--- config.mk ---
export PLATFORM = sky130hd
export DESIGN_NAME = aging_delay_seq
export DESIGN_NICKNAME = d
export VERILOG_FILES = /design/src/rtl/aging_seq_pkg.sv /design/src/rtl/vt_seed_map.sv /design/src/rtl/vt_snapshot.sv /design/src/rtl/search_ctrl.sv /design/src/rtl/aging_delay_seq.sv
export SDC_FILE = /design/constraint.sdc
export NUM_CORES = 1
export LEC_CHECK = 0
export ABC_AREA = 1
export CAP_MARGIN = 20
export CORE_MARGIN = 2
export CORE_UTILIZATION = 47
export CTS_CLUSTER_SIZE = 28
export DETAILED_ROUTE_END_ITERATION = 16
export GPL_ROUTABILITY_DRIVEN = 0
export MAX_ROUTING_LAYER = met4
export PLACE_DENSITY = 0.68
export SLEW_MARGIN = 5
export SYNTH_ARGS = -nofsm -noshare
export SYNTH_HDL_FRONTEND = slang
export SYNTH_SLANG_ARGS = --single-unit
--- constraint.sdc ---
create_clock -name clk -period 2.85 [get_ports clk]
set_input_delay 0.57 -clock clk [delete_from_list [all_inputs] [get_ports clk]]
set_output_delay 0.57 -clock clk [all_outputs]
set_load 0.005 [all_outputs]
--- src/rtl/aging_seq_pkg.sv ---
package aging_seq_pkg;

  typedef enum logic [2:0] {
    ST_IDLE   = 3'd0,
    ST_ISSUE  = 3'd1,
    ST_WAIT   = 3'd2,
    ST_SEED   = 3'd3,
    ST_REPORT = 3'd4
  } seq_state_e;

  typedef enum logic [1:0] {
    PH_MAX  = 2'd0,
    PH_SEED = 2'd1,
    PH_DOWN = 2'd2,
    PH_UP   = 2'd3
  } seq_phase_e;

  typedef enum logic [1:0] {
    SRC_LIVE = 2'd0,
    SRC_INIT = 2'd1,
    SRC_PASS = 2'd2
  } vt_src_e;

endpackage

--- src/rtl/vt_seed_map.sv ---
module vt_seed_map #(
  parameter int CODE_W = 4,
  parameter int VT_W   = 8,
  parameter int BIN_W  = 2
) (
  input  logic [CODE_W-1:0] base_code,
  input  logic [VT_W-1:0]   volt,
  input  logic [VT_W-1:0]   temp,
  output logic [CODE_W-1:0] seed_code
);
  localparam int NBIN     = 1 << BIN_W;
  localparam int CORR_W   = BIN_W + 1;
  localparam int WIDE_W   = (CODE_W > BIN_W) ? CODE_W : BIN_W;
  localparam int SUM_W    = WIDE_W + 2;
  localparam int MAX_CODE = (1 << CODE_W) - 1;

  // correction per (voltage bin, temperature bin): hotter or lower supply -> slower
  logic [CORR_W-1:0] corr_tab [NBIN*NBIN];

  for (genvar vi = 0; vi < NBIN; vi++) begin : g_vbin
    for (genvar ti = 0; ti < NBIN; ti++) begin : g_tbin
      assign corr_tab[vi*NBIN + ti] = CORR_W'(ti - vi);
    end
  end

  logic [BIN_W-1:0]        vbin;
  logic [BIN_W-1:0]        tbin;
  logic [CORR_W-1:0]       corr;
  logic signed [SUM_W-1:0] sum;

  assign vbin = volt[VT_W-1 -: BIN_W];
  assign tbin = temp[VT_W-1 -: BIN_W];
  assign corr = corr_tab[{vbin, tbin}];
  assign sum  = $signed({{(SUM_W-CODE_W){1'b0}}, base_code})
              + $signed({{(SUM_W-CORR_W){corr[CORR_W-1]}}, corr});

  always_comb begin
    if (sum[SUM_W-1]) begin
      seed_code = '0;
    end else if (sum > $signed(SUM_W'(MAX_CODE))) begin
      seed_code = CODE_W'(MAX_CODE);
    end else begin
      seed_code = sum[CODE_W-1:0];
    end
  end

endmodule

--- src/rtl/vt_snapshot.sv ---
module vt_snapshot import aging_seq_pkg::*; #(
  parameter int VT_W = 8
) (
  input  logic            clk,
  input  logic            rst_n,
  input  logic [VT_W-1:0] volt_i,
  input  logic [VT_W-1:0] temp_i,
  input  logic            init_en,
  input  logic            pass_en,
  input  logic            rpt_en,
  input  vt_src_e         rpt_src,
  output logic [VT_W-1:0] init_volt,
  output logic [VT_W-1:0] init_temp,
  output logic [VT_W-1:0] rpt_volt,
  output logic [VT_W-1:0] rpt_temp
);
  localparam int NCH = 2;

  logic [VT_W-1:0] live   [NCH];
  logic [VT_W-1:0] init_q [NCH];
  logic [VT_W-1:0] init_d [NCH];
  logic [VT_W-1:0] pass_q [NCH];
  logic [VT_W-1:0] pass_d [NCH];
  logic [VT_W-1:0] rpt_q  [NCH];
  logic [VT_W-1:0] rpt_d  [NCH];

  assign live[0] = volt_i;
  assign live[1] = temp_i;

  for (genvar ch = 0; ch < NCH; ch++) begin : g_chan
    always_comb begin
      init_d[ch] = init_q[ch];
      pass_d[ch] = pass_q[ch];
      rpt_d[ch]  = rpt_q[ch];
      if (init_en) init_d[ch] = live[ch];
      if (pass_en) pass_d[ch] = live[ch];
      if (rpt_en) begin
        case (rpt_src)
          SRC_INIT: rpt_d[ch] = init_q[ch];
          SRC_PASS: rpt_d[ch] = pass_q[ch];
          default:  rpt_d[ch] = live[ch];
        endcase
      end
    end

    always_ff @(posedge clk or negedge rst_n) begin
      if (!rst_n) begin
        init_q[ch] <= '0;
        pass_q[ch] <= '0;
        rpt_q[ch]  <= '0;
      end else begin
        init_q[ch] <= init_d[ch];
        pass_q[ch] <= pass_d[ch];
        rpt_q[ch]  <= rpt_d[ch];
      end
    end
  end

  assign init_volt = init_q[0];
  assign init_temp = init_q[1];
  assign rpt_volt  = rpt_q[0];
  assign rpt_temp  = rpt_q[1];

endmodule

--- src/rtl/search_ctrl.sv ---
module search_ctrl import aging_seq_pkg::*; #(
  parameter int CODE_W = 4
) (
  input  logic              clk,
  input  logic              rst_n,
  input  logic              start_i,
  input  logic              full_i,
  input  logic [CODE_W-1:0] prev_i,
  input  logic [CODE_W-1:0] seed_i,
  input  logic              done_i,
  input  logic              pass_i,
  output logic              eng_start_o,
  output logic [CODE_W-1:0] code_o,
  output logic              busy_o,
  output logic [CODE_W-1:0] prev_o,
  output logic              init_en_o,
  output logic              pass_en_o,
  output logic              rpt_en_o,
  output vt_src_e           rpt_src_o,
  output logic              report_valid_o,
  output logic              report_err_o,
  output logic [CODE_W-1:0] report_code_o
);
  localparam int MAX_CODE = (1 << CODE_W) - 1;
  localparam logic [CODE_W-1:0] TOP  = CODE_W'(MAX_CODE);
  localparam logic [CODE_W-1:0] NEAR = CODE_W'(MAX_CODE - 1);

  seq_state_e        st_q, st_d;
  seq_phase_e        ph_q, ph_d;
  logic [CODE_W-1:0] code_q, code_d;
  logic              full_q, full_d;
  logic [CODE_W-1:0] prev_q, prev_d;
  logic [CODE_W-1:0] rcode_q, rcode_d;
  logic              rerr_q, rerr_d;

  always_comb begin
    st_d      = st_q;
    ph_d      = ph_q;
    code_d    = code_q;
    full_d    = full_q;
    prev_d    = prev_q;
    rcode_d   = rcode_q;
    rerr_d    = rerr_q;
    init_en_o = 1'b0;
    pass_en_o = 1'b0;
    rpt_en_o  = 1'b0;
    rpt_src_o = SRC_LIVE;
    case (st_q)
      ST_IDLE: begin
        if (start_i) begin
          st_d   = ST_ISSUE;
          ph_d   = PH_MAX;
          code_d = TOP;
          full_d = full_i;
          prev_d = prev_i;
        end
      end
      ST_ISSUE: st_d = ST_WAIT;
      ST_WAIT: begin
        if (done_i) begin
          if (ph_q == PH_MAX) begin
            init_en_o = 1'b1;
            if (!pass_i || !full_q) begin
              rpt_en_o = 1'b1;
              rcode_d  = TOP;
              rerr_d   = !pass_i;
              st_d     = ST_REPORT;
            end else begin
              st_d = ST_SEED;
            end
          end else if (pass_i) begin
            if (ph_q == PH_UP || code_q == '0) begin
              rpt_en_o = 1'b1;
              rcode_d  = code_q;
              rerr_d   = 1'b0;
              st_d     = ST_REPORT;
            end else begin
              pass_en_o = 1'b1;
              code_d    = code_q - 1'b1;
              ph_d      = PH_DOWN;
              st_d      = ST_ISSUE;
            end
          end else begin
            if (ph_q == PH_DOWN) begin
              rpt_en_o  = 1'b1;
              rpt_src_o = SRC_PASS;
              rcode_d   = code_q + 1'b1;
              rerr_d    = 1'b0;
              st_d      = ST_REPORT;
            end else if (code_q >= NEAR) begin
              rpt_en_o  = 1'b1;
              rpt_src_o = SRC_INIT;
              rcode_d   = TOP;
              rerr_d    = 1'b0;
              st_d      = ST_REPORT;
            end else begin
              code_d = code_q + 1'b1;
              ph_d   = PH_UP;
              st_d   = ST_ISSUE;
            end
          end
        end
      end
      ST_SEED: begin
        code_d = seed_i;
        ph_d   = PH_SEED;
        st_d   = ST_ISSUE;
      end
      ST_REPORT: st_d = ST_IDLE;
      default:   st_d = ST_IDLE;
    endcase
  end

  always_ff @(posedge clk or negedge rst_n) begin
    if (!rst_n) begin
      st_q    <= ST_IDLE;
      ph_q    <= PH_MAX;
      code_q  <= '0;
      full_q  <= 1'b0;
      prev_q  <= '0;
      rcode_q <= '0;
      rerr_q  <= 1'b0;
    end else begin
      st_q    <= st_d;
      ph_q    <= ph_d;
      code_q  <= code_d;
      full_q  <= full_d;
      prev_q  <= prev_d;
      rcode_q <= rcode_d;
      rerr_q  <= rerr_d;
    end
  end

  assign eng_start_o    = (st_q == ST_ISSUE);
  assign busy_o         = (st_q != ST_IDLE);
  assign code_o         = code_q;
  assign prev_o         = prev_q;
  assign report_valid_o = (st_q == ST_REPORT);
  assign report_err_o   = rerr_q;
  assign report_code_o  = rcode_q;

  assert_first_at_top_R2: assert property (@(posedge clk) disable iff (!rst_n)
    $rose(busy_o) |-> (eng_start_o && code_o == TOP));

  assert_start_pulse_R2: assert property (@(posedge clk) disable iff (!rst_n)
    eng_start_o |=> !eng_start_o);

  assert_code_held_R2: assert property (@(posedge clk) disable iff (!rst_n)
    (st_q == ST_WAIT) |-> $stable(code_o));

  assert_err_at_top_R3: assert property (@(posedge clk) disable iff (!rst_n)
    (report_valid_o && report_err_o) |-> (report_code_o == TOP));

  assert_short_only_R4: assert property (@(posedge clk) disable iff (!rst_n)
    (report_valid_o && !full_q) |-> (report_code_o == TOP));

  assert_report_pulse_R10: assert property (@(posedge clk) disable iff (!rst_n)
    report_valid_o |=> (!report_valid_o && !busy_o));

  assert_ignore_start_R11: assert property (@(posedge clk) disable iff (!rst_n)
    (busy_o && $past(busy_o)) |-> ($stable(prev_q) && $stable(full_q)));

endmodule

--- src/rtl/aging_delay_seq.sv ---
module aging_delay_seq import aging_seq_pkg::*; #(
  parameter int CODE_W = 4,
  parameter int VT_W   = 8,
  parameter int BIN_W  = 2
) (
  input  logic              clk,
  input  logic              rst_n,
  input  logic              start_i,
  input  logic              full_search_i,
  input  logic [CODE_W-1:0] prev_code_i,
  input  logic [VT_W-1:0]   volt_i,
  input  logic [VT_W-1:0]   temp_i,
  output logic              eng_start_o,
  output logic [CODE_W-1:0] eng_code_o,
  input  logic              eng_done_i,
  input  logic              eng_pass_i,
  output logic              busy_o,
  output logic              report_valid_o,
  output logic              report_err_o,
  output logic [CODE_W-1:0] report_code_o,
  output logic [VT_W-1:0]   report_volt_o,
  output logic [VT_W-1:0]   report_temp_o
);
  logic [CODE_W-1:0] prev_q;
  logic [CODE_W-1:0] seed;
  logic [VT_W-1:0]   init_volt;
  logic [VT_W-1:0]   init_temp;
  logic              init_en;
  logic              pass_en;
  logic              rpt_en;
  vt_src_e           rpt_src;

  search_ctrl #(.CODE_W(CODE_W)) u_ctrl (
    .clk            (clk),
    .rst_n          (rst_n),
    .start_i        (start_i),
    .full_i         (full_search_i),
    .prev_i         (prev_code_i),
    .seed_i         (seed),
    .done_i         (eng_done_i),
    .pass_i         (eng_pass_i),
    .eng_start_o    (eng_start_o),
    .code_o         (eng_code_o),
    .busy_o         (busy_o),
    .prev_o         (prev_q),
    .init_en_o      (init_en),
    .pass_en_o      (pass_en),
    .rpt_en_o       (rpt_en),
    .rpt_src_o      (rpt_src),
    .report_valid_o (report_valid_o),
    .report_err_o   (report_err_o),
    .report_code_o  (report_code_o)
  );

  vt_snapshot #(.VT_W(VT_W)) u_snap (
    .clk       (clk),
    .rst_n     (rst_n),
    .volt_i    (volt_i),
    .temp_i    (temp_i),
    .init_en   (init_en),
    .pass_en   (pass_en),
    .rpt_en    (rpt_en),
    .rpt_src   (rpt_src),
    .init_volt (init_volt),
    .init_temp (init_temp),
    .rpt_volt  (report_volt_o),
    .rpt_temp  (report_temp_o)
  );

  vt_seed_map #(.CODE_W(CODE_W), .VT_W(VT_W), .BIN_W(BIN_W)) u_seed (
    .base_code (prev_q),
    .volt      (init_volt),
    .temp      (init_temp),
    .seed_code (seed)
  );

endmodule

Word-level counts from Yosys, hierarchy flattened
Memory sizes are Yosys's and may differ from the RTL's.
Index checks and enable logic that the tools add are counted.
{ "word_totals": {"regBits": 67, "rom_bits": 48, "output_inout_bits": 28, "elab_cells": 116, "mem_count": 1} }
{ "memory_table": {"columns": ["memory", "words", "width", "read_ports", "rd_ports_with_merged_regs", "write_ports", "line_no", "rtl"], "rows": [
  ["(name not given)", 16, 3, 1, 0, 0, "vt_seed_map.sv:33", "assign corr = corr_tab[{vbin, tbin}];"]
]} }
{ "classes": {"n_addsub": 3, "magnitude_cmp": 3, "eq_ne": 16, "n_mux": 65, "n_bitwise": 1, "n_reduce_logical": 14} }
{ "ops": {"columns": ["operator", "count"], "rows": [
  ["two-way mux 4 bit", 15],
  ["case mux 8 bit (2 select lines)", 2],
  ["two-way mux 3 bit", 10],
  ["two-way mux 2 bit", 12],
  ["two-way mux 1 bit", 23],
  ["case mux 3 bit (4 select lines)", 1],
  ["case mux 4 bit (3 select lines)", 1],
  ["inequality test 3 bit (second input constant)", 3],
  ["inequality test 2 bit (second input constant)", 4],
  ["AND reduction 7 bit", 1],
  ["adder 5 x 3 -> 6 bit", 1],
  ["== test 2 bit (second input constant)", 3],
  ["== test 3 x 2 -> 1 bit (second input constant)", 2],
  ["> comparator 6 x 5 -> 1 bit (second input constant)", 1],
  ["case mux 2 bit (3 select lines)", 1],
  ["nonzero test 3 bit", 2],
  [">= comparator 5 bit (second input constant)", 1],
  ["NOT 4 -> 5 bit", 1],
  ["AND reduction 5 bit", 1],
  ["adder 4 x 1 -> 4 bit (second input constant)", 1],
  [">= comparator 4 bit (second input constant)", 1],
  ["zero test 4 bit", 1],
  ["AND reduction 2 bit", 2],
  ["nonzero test 4 bit", 1],
  ["other kinds (9)", 11]
]} }

Depth between registers and ports, before layout
Gate-level depths: netlist of the first run.
{ "depth": {"depth_word": 9, "ltp_mapped": 16} }

Cells and area by module
From an unflattened synthesis of the first run, not the netlist that was laid out.
{ "hier_totals": {"hier_cells": 489, "area_unflattened_um2": 3842.4} }
{ "by_module_without_submodules": {"columns": ["mod", "n_inst", "cells_per_inst", "area_per_inst_um2", "seq_area_each_um2"], "rows": [
  ["vt_snapshot", 1, 262, 2225.9, 1201.2],
  ["search_ctrl", 1, 164, 1251.2, 475.5],
  ["vt_seed_map", 1, 63, 365.4, 0.0]
]} }

Least setup slack after synthesis of the first run
Ideal clock, no wire load.
{ "synth_path": {"path_type": "input to register", "start": "input eng_pass_i", "end": "register u_snap.rpt_q (netlist bit u_snap.rpt_temp[3])", "setup_time_ps": 117, "arrival_ps": 2238, "slack_ps": 495, "stages": 13, "n_path_buf": 3, "path_cell_list": "buf_4 inv_2 nand3_1 nor4_1 inv_1 ha_1 clkbuf_1 clkbuf_1 a22o_1 nand2_1 o21ai_0 nand2_1 nand2_1"} }
{ "synth_between": {"elab_chain_cells": 6, "word_cells_on_any_way": 14, "classes_between": "2 x eq/ne; 10 x mux; 2 x reduce/logical"} }
{ "synth_lines": {"columns": ["item", "line_no", "rtl"], "rows": [
  ["start, declared", "aging_delay_seq.sv:16", "input logic eng_pass_i,"],
  ["two-way mux 2 bit or zero test 1 bit (tied branches)", "search_ctrl.sv:71, search_ctrl.sv:63", null],
  ["two-way mux 2 bit or logical OR 1 bit (tied branches)", "search_ctrl.sv:61, search_ctrl.sv:63", null],
  ["two-way mux 2 bit or two-way mux 1 bit (tied branches)", "search_ctrl.sv:60, search_ctrl.sv:63", null],
  ["two-way mux 2 bit or two-way mux 1 bit (tied branches)", "search_ctrl.sv:48, search_ctrl.sv:61", null],
  ["== test 2 bit, or another cell as far along", "vt_snapshot.sv:38", "case (rpt_src)"],
  ["case mux 8 bit (2 select lines) or two-way mux 1 bit (tied branches)", "vt_snapshot.sv:38, search_ctrl.sv:48", null],
  ["end signal, assigned by index", "vt_snapshot.sv:54", "rpt_q[ch] <= rpt_d[ch];"],
  ["end, declared", "vt_snapshot.sv:24", "logic [VT_W-1:0] rpt_q [NCH];"]
]} }
Several ways; a longest one is shown, not always the timed one.
A chain may end at the register's enable or synchronous reset.

Worst setup path after layout of the first run
{ "layout_path": {"start": "register u_snap.init_q (netlist bit u_snap.init_temp[6])", "end": "register u_ctrl.code_q[1] (netlist: u_ctrl.code_o[1])"} }
{ "layout_between": {"elab_chain_cells": 9} }
{ "layout_lines": {"columns": ["item", "line_no", "rtl"], "rows": [
  ["start, declared", "vt_snapshot.sv:20", "logic [VT_W-1:0] init_q [NCH];"],
  ["start signal, assigned by index", "vt_snapshot.sv:52", "init_q[ch] <= init_d[ch];"],
  ["NOT 4 -> 5 bit (implied by the code) (*)", "vt_seed_map.sv:33", null],
  ["memory read (16 x 3 bit) (*)", null, null],
  ["two-way mux 3 bit (implied by the code) (*) (2 in a row)", "vt_seed_map.sv:33", null],
  ["adder 5 x 3 -> 6 bit (*)", "vt_seed_map.sv:35", "+ $signed({{(SUM_W-CORR_W){corr[CORR_W-1]}}, corr});"],
  ["> comparator 6 x 5 -> 1 bit", "vt_seed_map.sv:40", "end else if (sum > $signed(SUM_W'(MAX_CODE))) begin"],
  ["two-way mux 4 bit", "vt_seed_map.sv:40", null],
  ["two-way mux 4 bit (*)", "vt_seed_map.sv:38", "if (sum[SUM_W-1]) begin"],
  ["case mux 4 bit (3 select lines) (*)", "search_ctrl.sv:48", "case (st_q)"],
  ["end signal, assigned", "search_ctrl.sv:126", "code_q <= code_d;"],
  ["end, declared", "search_ctrl.sv:30", "logic [CODE_W-1:0] code_q, code_d;"]
]} }
Mark *: on every way between the ends. The rest lies on a longest branch, timed or not. The select of a mux whose other input is x is not followed.

==> flow_metrics.env, run 1 <==
export IMPL_grt_pass1_wl_um=14200
export IMPL_design_die_area_um2=8880
export IMPL_rows=32
export IMPL_drive_gt1_share_pct=12.8
export IMPL_vdd_ir_drop_max_uv=453
export IMPL_wl_per_cell_um=13.3
export IMPL_rsz0062_at_grt="false"
export IMPL_insertion_delay_ns=0.35
export IMPL_setup_viol=0
export IMPL_dp_slack_ns=0.0583
export IMPL_slowest_stage="fa_1"
export IMPL_io_pins=54
export IMPL_hold_class="in -> async"
export IMPL_antenna_found_initial=0
export IMPL_fin_tns_setup_ns=0
export IMPL_relSlewSlack_pct=48.9
export IMPL_grt_pass1_vias=3041
export IMPL_slew_violations=0
export IMPL_dpl_hpwl_um=5790
export IMPL_die_x_um=94.2
export IMPL_cts_sinks=67
export IMPL_power_internal_mw=2.90
export IMPL_synthArstFlopShare_pct=100
export IMPL_ctsResizeCount=0
export IMPL_cts_root_buf="clkbuf_8"
export IMPL_yosysSeqAreaShare_pct=43.8
export IMPL_netSwitchingFraction_pct=40.2
export IMPL_ys_ff_latch=67
export IMPL_ys_types=35
export IMPL_n_antenna_cell=0
export IMPL_syn_area_um2=3820
export IMPL_io_buffers=53
export IMPL_cellLeakagePower_nw=2.28
export IMPL_routed_wl_um=8440
export IMPL_critPathRequiredTime_ns=3.08
export IMPL_p_sw_mw=1.95
export IMPL_via_per_inst=5.12
export IMPL_die_y_um=94.2
export IMPL_dpl_cell_area_um2=4450
export IMPL_fin_ws_ns=0.323
export IMPL_synth_area_per_cell_um2=8.14
export IMPL_tritoncts="yes"
export IMPL_overflow=0
export IMPL_syn_nets=510
export IMPL_yosysWarnings=0
export IMPL_crit_path_frequent_cell="nand2_1"
export IMPL_cts_buffers=9
export IMPL_initial_core_util_pct=49.0
export IMPL_synth_ff_type="dfrtp_1"
export IMPL_fmax_mhz=396
export IMPL_synth_edf_count=0
export IMPL_pwr_share_clk_pct=18.1
export IMPL_grt_max_degree=37
export IMPL_cp_max_fo=4
export IMPL_drt_iter0_drc=194
export IMPL_finalHoldViolCount=0
export IMPL_core_area_um2=7810
export IMPL_crit_path_end_kind="flip-flop"
export IMPL_status="finished clean"
export IMPL_cp_cell_sequence="inv_1, ha_1, o21ai_0, xor2_1, inv_1, fa_1, nand3b_1, nand2_1, nand2_1, nand2_1, nand2_1, nand3_1, a21oi_1"
export IMPL_cts_setup_buffers=0
export IMPL_fin_nets=567
export IMPL_area_growth_syn_to_layout_pct=22.0
export IMPL_cts_hold_buffers=0
export IMPL_period_minus_slack_ns=2.53
export IMPL_skew_ns=0.0110
export IMPL_cts_clk_slew_worst_paths_ns=0.07
export IMPL_ant_nets=0
export IMPL_comb_power_share_pct=47.0
export IMPL_p_per_area_nw_per_um2=1040
export IMPL_max_cap_violations=0
export IMPL_vias=3249
export IMPL_power_mw=4.85
export IMPL_h_tree_depth=3
export IMPL_grt_usage_pct=21.1
export IMPL_drc_errors=0
export IMPL_path_class="reg -> reg"
export IMPL_fin_crit_sh_pct=88.7
export IMPL_cts_path_max_buffers=2
export IMPL_crit_arrival_ns=2.75
export IMPL_tightest_slew_ns=0.767
export IMPL_seq_power_share_pct=34.9
export IMPL_fin_area_um2=4670
export IMPL_first_pass_iters=4
export IMPL_synthCells=470
export IMPL_slowest_delay_ns=0.44
export IMPL_critPathLaunchType="flip-flop"
## flip-flops by register name, indices dropped and copies added, names as in the netlist
| name | flops |
|---|---|
| u_ctrl.code_o | 4 |
| u_ctrl.full_q | 1 |
| u_ctrl.ph_q | 2 |
| u_ctrl.prev_o | 4 |
| u_ctrl.report_code_o | 4 |
| u_ctrl.report_err_o | 1 |
| u_ctrl.st_q | 3 |
| u_snap.init_temp | 8 |
| u_snap.init_volt | 8 |
| u_snap.pass_q | 16 |
| u_snap.rpt_temp | 8 |
| u_snap.rpt_volt | 8 |
## power by group through the flow
stage,Clock [mW],Combinational [mW],Sequential [mW]
floorplan,0,1.57,1.65
global placement,0,2.23,1.69
detailed placement,0,2.27,1.70
CTS,0.894,2.29,1.69
global route,0.939,2.59,1.75
finish,0.877,2.28,1.69
## layout make-up
| type | instances | area [um^2] |
|---|---|---|
| inverters | 54 | 208 |
| multi-input cells | 331 | 1800 |
| flip-flops and latches | 67 | 1680 |
| clock buffers | 10 | 128 |
| fillers | 754 | 3140 |
| repair buffers | 64 | 633 |
| clock inverters | 6 | 90.1 |
| well taps | 102 | 128 |
## path summary, 6_finish.rpt
check	from	end	slack, ns	cells past startpoint
max	u_snap.init_temp[6]	u_ctrl.code_o[1]	0.32	13
min	rst_n	u_ctrl.full_q	0.30	1
max reg2reg	u_snap.init_temp[6]	u_ctrl.code_o[1]	0.32	13
min reg2reg	u_snap.rpt_temp[3]	u_snap.rpt_temp[3]	0.48	2
max in group asynchronous	rst_n	u_snap.init_volt[4]	1.91	2
min in group clk	u_snap.rpt_temp[3]	u_snap.rpt_temp[3]	0.48	2
## critical path: cells and delay by family (launching register included)
kind | cells | cell delay (ns)
compound gates | 2 | 0.30
xor+xnor | 1 | 0.23
fa+ha+maj | 2 | 0.72
buf+inv | 2 | 0.16
flops | 1 | 0.41
simple gates | 6 | 0.58
## stage by stage
stage | instances | utilization, % | hold slack (ns)
floorplan | 470 | - | 0.274
global placement | 618 | 57.0 | 0.462
detailed placement | 618 | 57.0 | 0.464
CTS | 634 | 59.8 | 0.313
global route | 634 | 59.8 | 0.357
finish | 634 | 59.8 | 0.298
## cell usage after synthesis, types with 2 or more instances
| cell type | number | area [um^2] |
|---|---|---|
| a21oi_1 | 10 | 50.1 |
| buf_4 | 2 | 15.0 |
| clkbuf_1 | 6 | 22.5 |
| nand2_1 | 154 | 578 |
| nand3_1 | 27 | 135 |
| o21ai_2 | 25 | 219 |
| xor2_1 | 4 | 35.0 |
| o21ai_1 | 10 | 50.1 |
| o21ai_0 | 26 | 130 |
| buf_6 | 8 | 90.1 |
| inv_2 | 4 | 15.0 |
| nand4_1 | 2 | 12.5 |
| o22ai_1 | 3 | 18.8 |
| dfrtp_1 | 67 | 1680 |
| mux2_2 | 3 | 33.8 |
| nor2_1 | 24 | 90.1 |
| ha_1 | 13 | 163 |
| nor2_4 | 4 | 45.0 |
| nor3_1 | 3 | 15.0 |
| a22o_1 | 12 | 105 |
| inv_1 | 49 | 184 |
## metal layers
layer	routed length, um	global-route usage, %
met5	0	-
met4	157	8.21
met3	373	2.89
met2	3840	31.9
met1	4070	28.9
## cells by family after synthesis
family	after synthesis	synth area share [%]
compound gates	89	15.5
xor+xnor	5	1.14
fa+ha+maj	14	4.78
buf+inv	72	9.03
flops	67	43.8
mux	3	0.883
simple gates	220	24.8
## placed cells by master, fill, tap and decap left out, types with 9 or more instances in the layout
cell type	n
clkdlybuf4s50_1	52
o21ai_0	26
o21ai_2	25
clkbuf_8	9
a21oi_1	10
nand2_1	154
nand3_1	27
a22o_1	12
nor2_1	24
buf_4	9
ha_1	13
o21ai_1	10
inv_1	49
dfrtp_1	67
No activity file was read; power rests on OpenSTA's default activity.
==> inputs of run 2 (changes only) <==
--- a/config.mk
+++ b/config.mk
@@ -8,12 +8,13 @@
 export ABC_AREA = 1
 export CAP_MARGIN = 20
 export CORE_MARGIN = 2
-export CORE_UTILIZATION = 47
+export CORE_UTILIZATION = 55
+export CTS_BUF_LIST = sky130_fd_sc_hd__clkbuf_8 sky130_fd_sc_hd__clkbuf_16
 export CTS_CLUSTER_SIZE = 28
 export DETAILED_ROUTE_END_ITERATION = 16
 export GPL_ROUTABILITY_DRIVEN = 0
 export MAX_ROUTING_LAYER = met4
-export PLACE_DENSITY = 0.68
+export PLACE_DENSITY = 0.78
 export SLEW_MARGIN = 5
 export SYNTH_ARGS = -nofsm -noshare
 export SYNTH_HDL_FRONTEND = slang
==> flow_metrics.env, run 2 (synthesis gave the netlist of run 1 again) <==
export IMPL_wl_per_cell_um=13.7
export IMPL_holdWs_ns=0.266
export IMPL_io_buffers=53
export IMPL_core_area_um2=6760
export IMPL_io_pins=54
export IMPL_p_per_area_nw_per_um2=1050
export IMPL_fmax_mhz=397
export IMPL_design_die_area_um2=7640
export IMPL_regMostFlops="u_snap.pass_q"
export IMPL_final_common_cell="nand2_1"
export IMPL_final_cells=613
export IMPL_hold_class="in -> async"
export IMPL_drt_iter0_drc=216
export IMPL_seq_power_share_pct=35.5
export IMPL_finalHoldViolCount=0
export IMPL_initial_core_util_pct=56.6
export IMPL_tritoncts="yes"
export IMPL_die_x_um=87.4
export IMPL_grt_usage_pct=24.7
export IMPL_h_tree_depth=3
export IMPL_tightest_slew_ns=0.733
export IMPL_cts_setup_buffers=0
export IMPL_fin_nets=568
export IMPL_antenna_found_initial=0
export IMPL_pwr_share_clk_pct=18.2
export IMPL_area_growth_syn_to_layout_pct=20.8
export IMPL_p_sw_mw=1.96
export IMPL_fin_crit_sh_pct=88.3
export IMPL_die_y_um=87.4
export IMPL_rows=30
export IMPL_largest_register_ffs=16
export IMPL_power_mw=4.84
export IMPL_relSlewSlack_pct=51.0
export IMPL_ant_nets=0
export IMPL_crit_arrival_ns=2.75
export IMPL_status="finished clean"
export IMPL_via_per_inst=5.28
export IMPL_fin_tns_setup_ns=0
export IMPL_power_internal_mw=2.88
export IMPL_period_minus_slack_ns=2.52
export IMPL_grt_pass1_wl_um=14300
export IMPL_crit_path_end_kind="flip-flop"
export IMPL_drc_errors=0
export IMPL_cp_max_fo=4
export IMPL_cts_root_buf="clkbuf_8"
export IMPL_rsz0062_at_grt="false"
export IMPL_place_inst=597
export IMPL_setup_viol=0
export IMPL_cts_clk_slew_worst_paths_ns=0.07
export IMPL_cts_sinks=67
export IMPL_critPathLaunchType="flip-flop"
export IMPL_comb_power_share_pct=46.4
export IMPL_netSwitchingFraction_pct=40.4
export IMPL_max_cap_violations=0
export IMPL_grt_max_degree=34
export IMPL_overflow=0
export IMPL_first_pass_iters=7
export IMPL_cts_buffers=9
export IMPL_dpl_cell_area_um2=4400
export IMPL_n_antenna_cell=0
export IMPL_ctsResizeCount=0
export IMPL_cts_hold_buffers=0
export IMPL_drive_gt1_share_pct=12.9
export IMPL_grt_pass1_vias=3113
export IMPL_path_class="reg -> reg"
export IMPL_routed_wl_um=8380
export IMPL_critPathRequiredTime_ns=3.08
export IMPL_vias=3235
export IMPL_skew_ns=0.0126
export IMPL_cts_path_max_buffers=2
export IMPL_vdd_ir_drop_max_uv=634
export IMPL_dpl_hpwl_um=5830
export IMPL_fin_area_um2=4620
export IMPL_insertion_delay_ns=0.35
export IMPL_slew_violations=0
export IMPL_cellLeakagePower_nw=2.28
export IMPL_final_cell_mix="154 x nand2_1, 67 x dfrtp_1, 52 x clkdlybuf4s50_1"
## run 2: changes by cell type in the layout (fill, tap and decap cells not counted)
cell / delta
buf_4: +3
clkinv_4: -2
inv_6: +1
inv_1: +1
clkbuf_1: -1
clkinvlp_4: +1
buf_12: -2
## run 2: routing by layer
metal  global-route usage (%)  wire length [um]
met2                     38.4              3980
met1                     32.9              3940
met3                     4.55               346
met4                     7.83               112
met5                        -                 0
## run 2: final timing paths
path | start | end | slack (ns) | cells after the start
hold reg to reg | u_snap.rpt_temp[1] | u_snap.rpt_temp[1] | 0.48 | 2
setup reg to reg | u_snap.init_temp[6] | u_ctrl.code_o[0] | 0.33 | 13
hold / removal | rst_n | u_ctrl.prev_o[2] | 0.27 | 1
setup / recovery | u_snap.init_temp[6] | u_ctrl.code_o[0] | 0.33 | 13
min in group clk | u_snap.rpt_temp[1] | u_snap.rpt_temp[1] | 0.48 | 2
max in group asynchronous | rst_n | u_ctrl.report_code_o[3] | 1.76 | 2
## run 2: power by group through the flow
| stage | registers, mW | logic, mW | clock network (mW) |
|---|---|---|---|
| after floorplan | 1.65 | 1.57 | 0 |
| after global placement | 1.69 | 2.17 | 0 |
| after detailed placement | 1.72 | 2.24 | 0 |
| after CTS | 1.71 | 2.26 | 0.892 |
| after global routing | 1.77 | 2.57 | 0.939 |
| final | 1.72 | 2.24 | 0.879 |
## run 2: layout make-up
| cell class | count | area (um^2) |
|---|---|---|
| multi-input cells | 331 | 1800 |
| repair buffers | 65 | 616 |
| flip-flops and latches | 67 | 1680 |
| clock buffers | 9 | 124 |
| inverters | 54 | 208 |
| fillers | 559 | 2140 |
| well taps | 80 | 100 |
| clock inverters | 7 | 92.6 |
## run 2: critical path: stages, from the launching register on
cell      delay [ns]
dfrtp_1         0.41
inv_1           0.09
ha_1            0.28
o21ai_0         0.23
xor2_1          0.22
inv_1           0.09
fa_1            0.44
nand3b_1        0.18
nand2_1         0.08
nand2_1         0.05
nand2_1         0.12
nand2_1         0.07
nand3_1         0.08
a21oi_1         0.07
## run 2: stage by stage
stage | utilization, % | setup slack (ns)
CTS | 68.4 | 0.329
detailed placement | 65.2 | 0.173
floorplan | - | 0.495
global route | 68.4 | 0.0791
finish | 68.4 | 0.333
global placement | 65.2 | 0.205
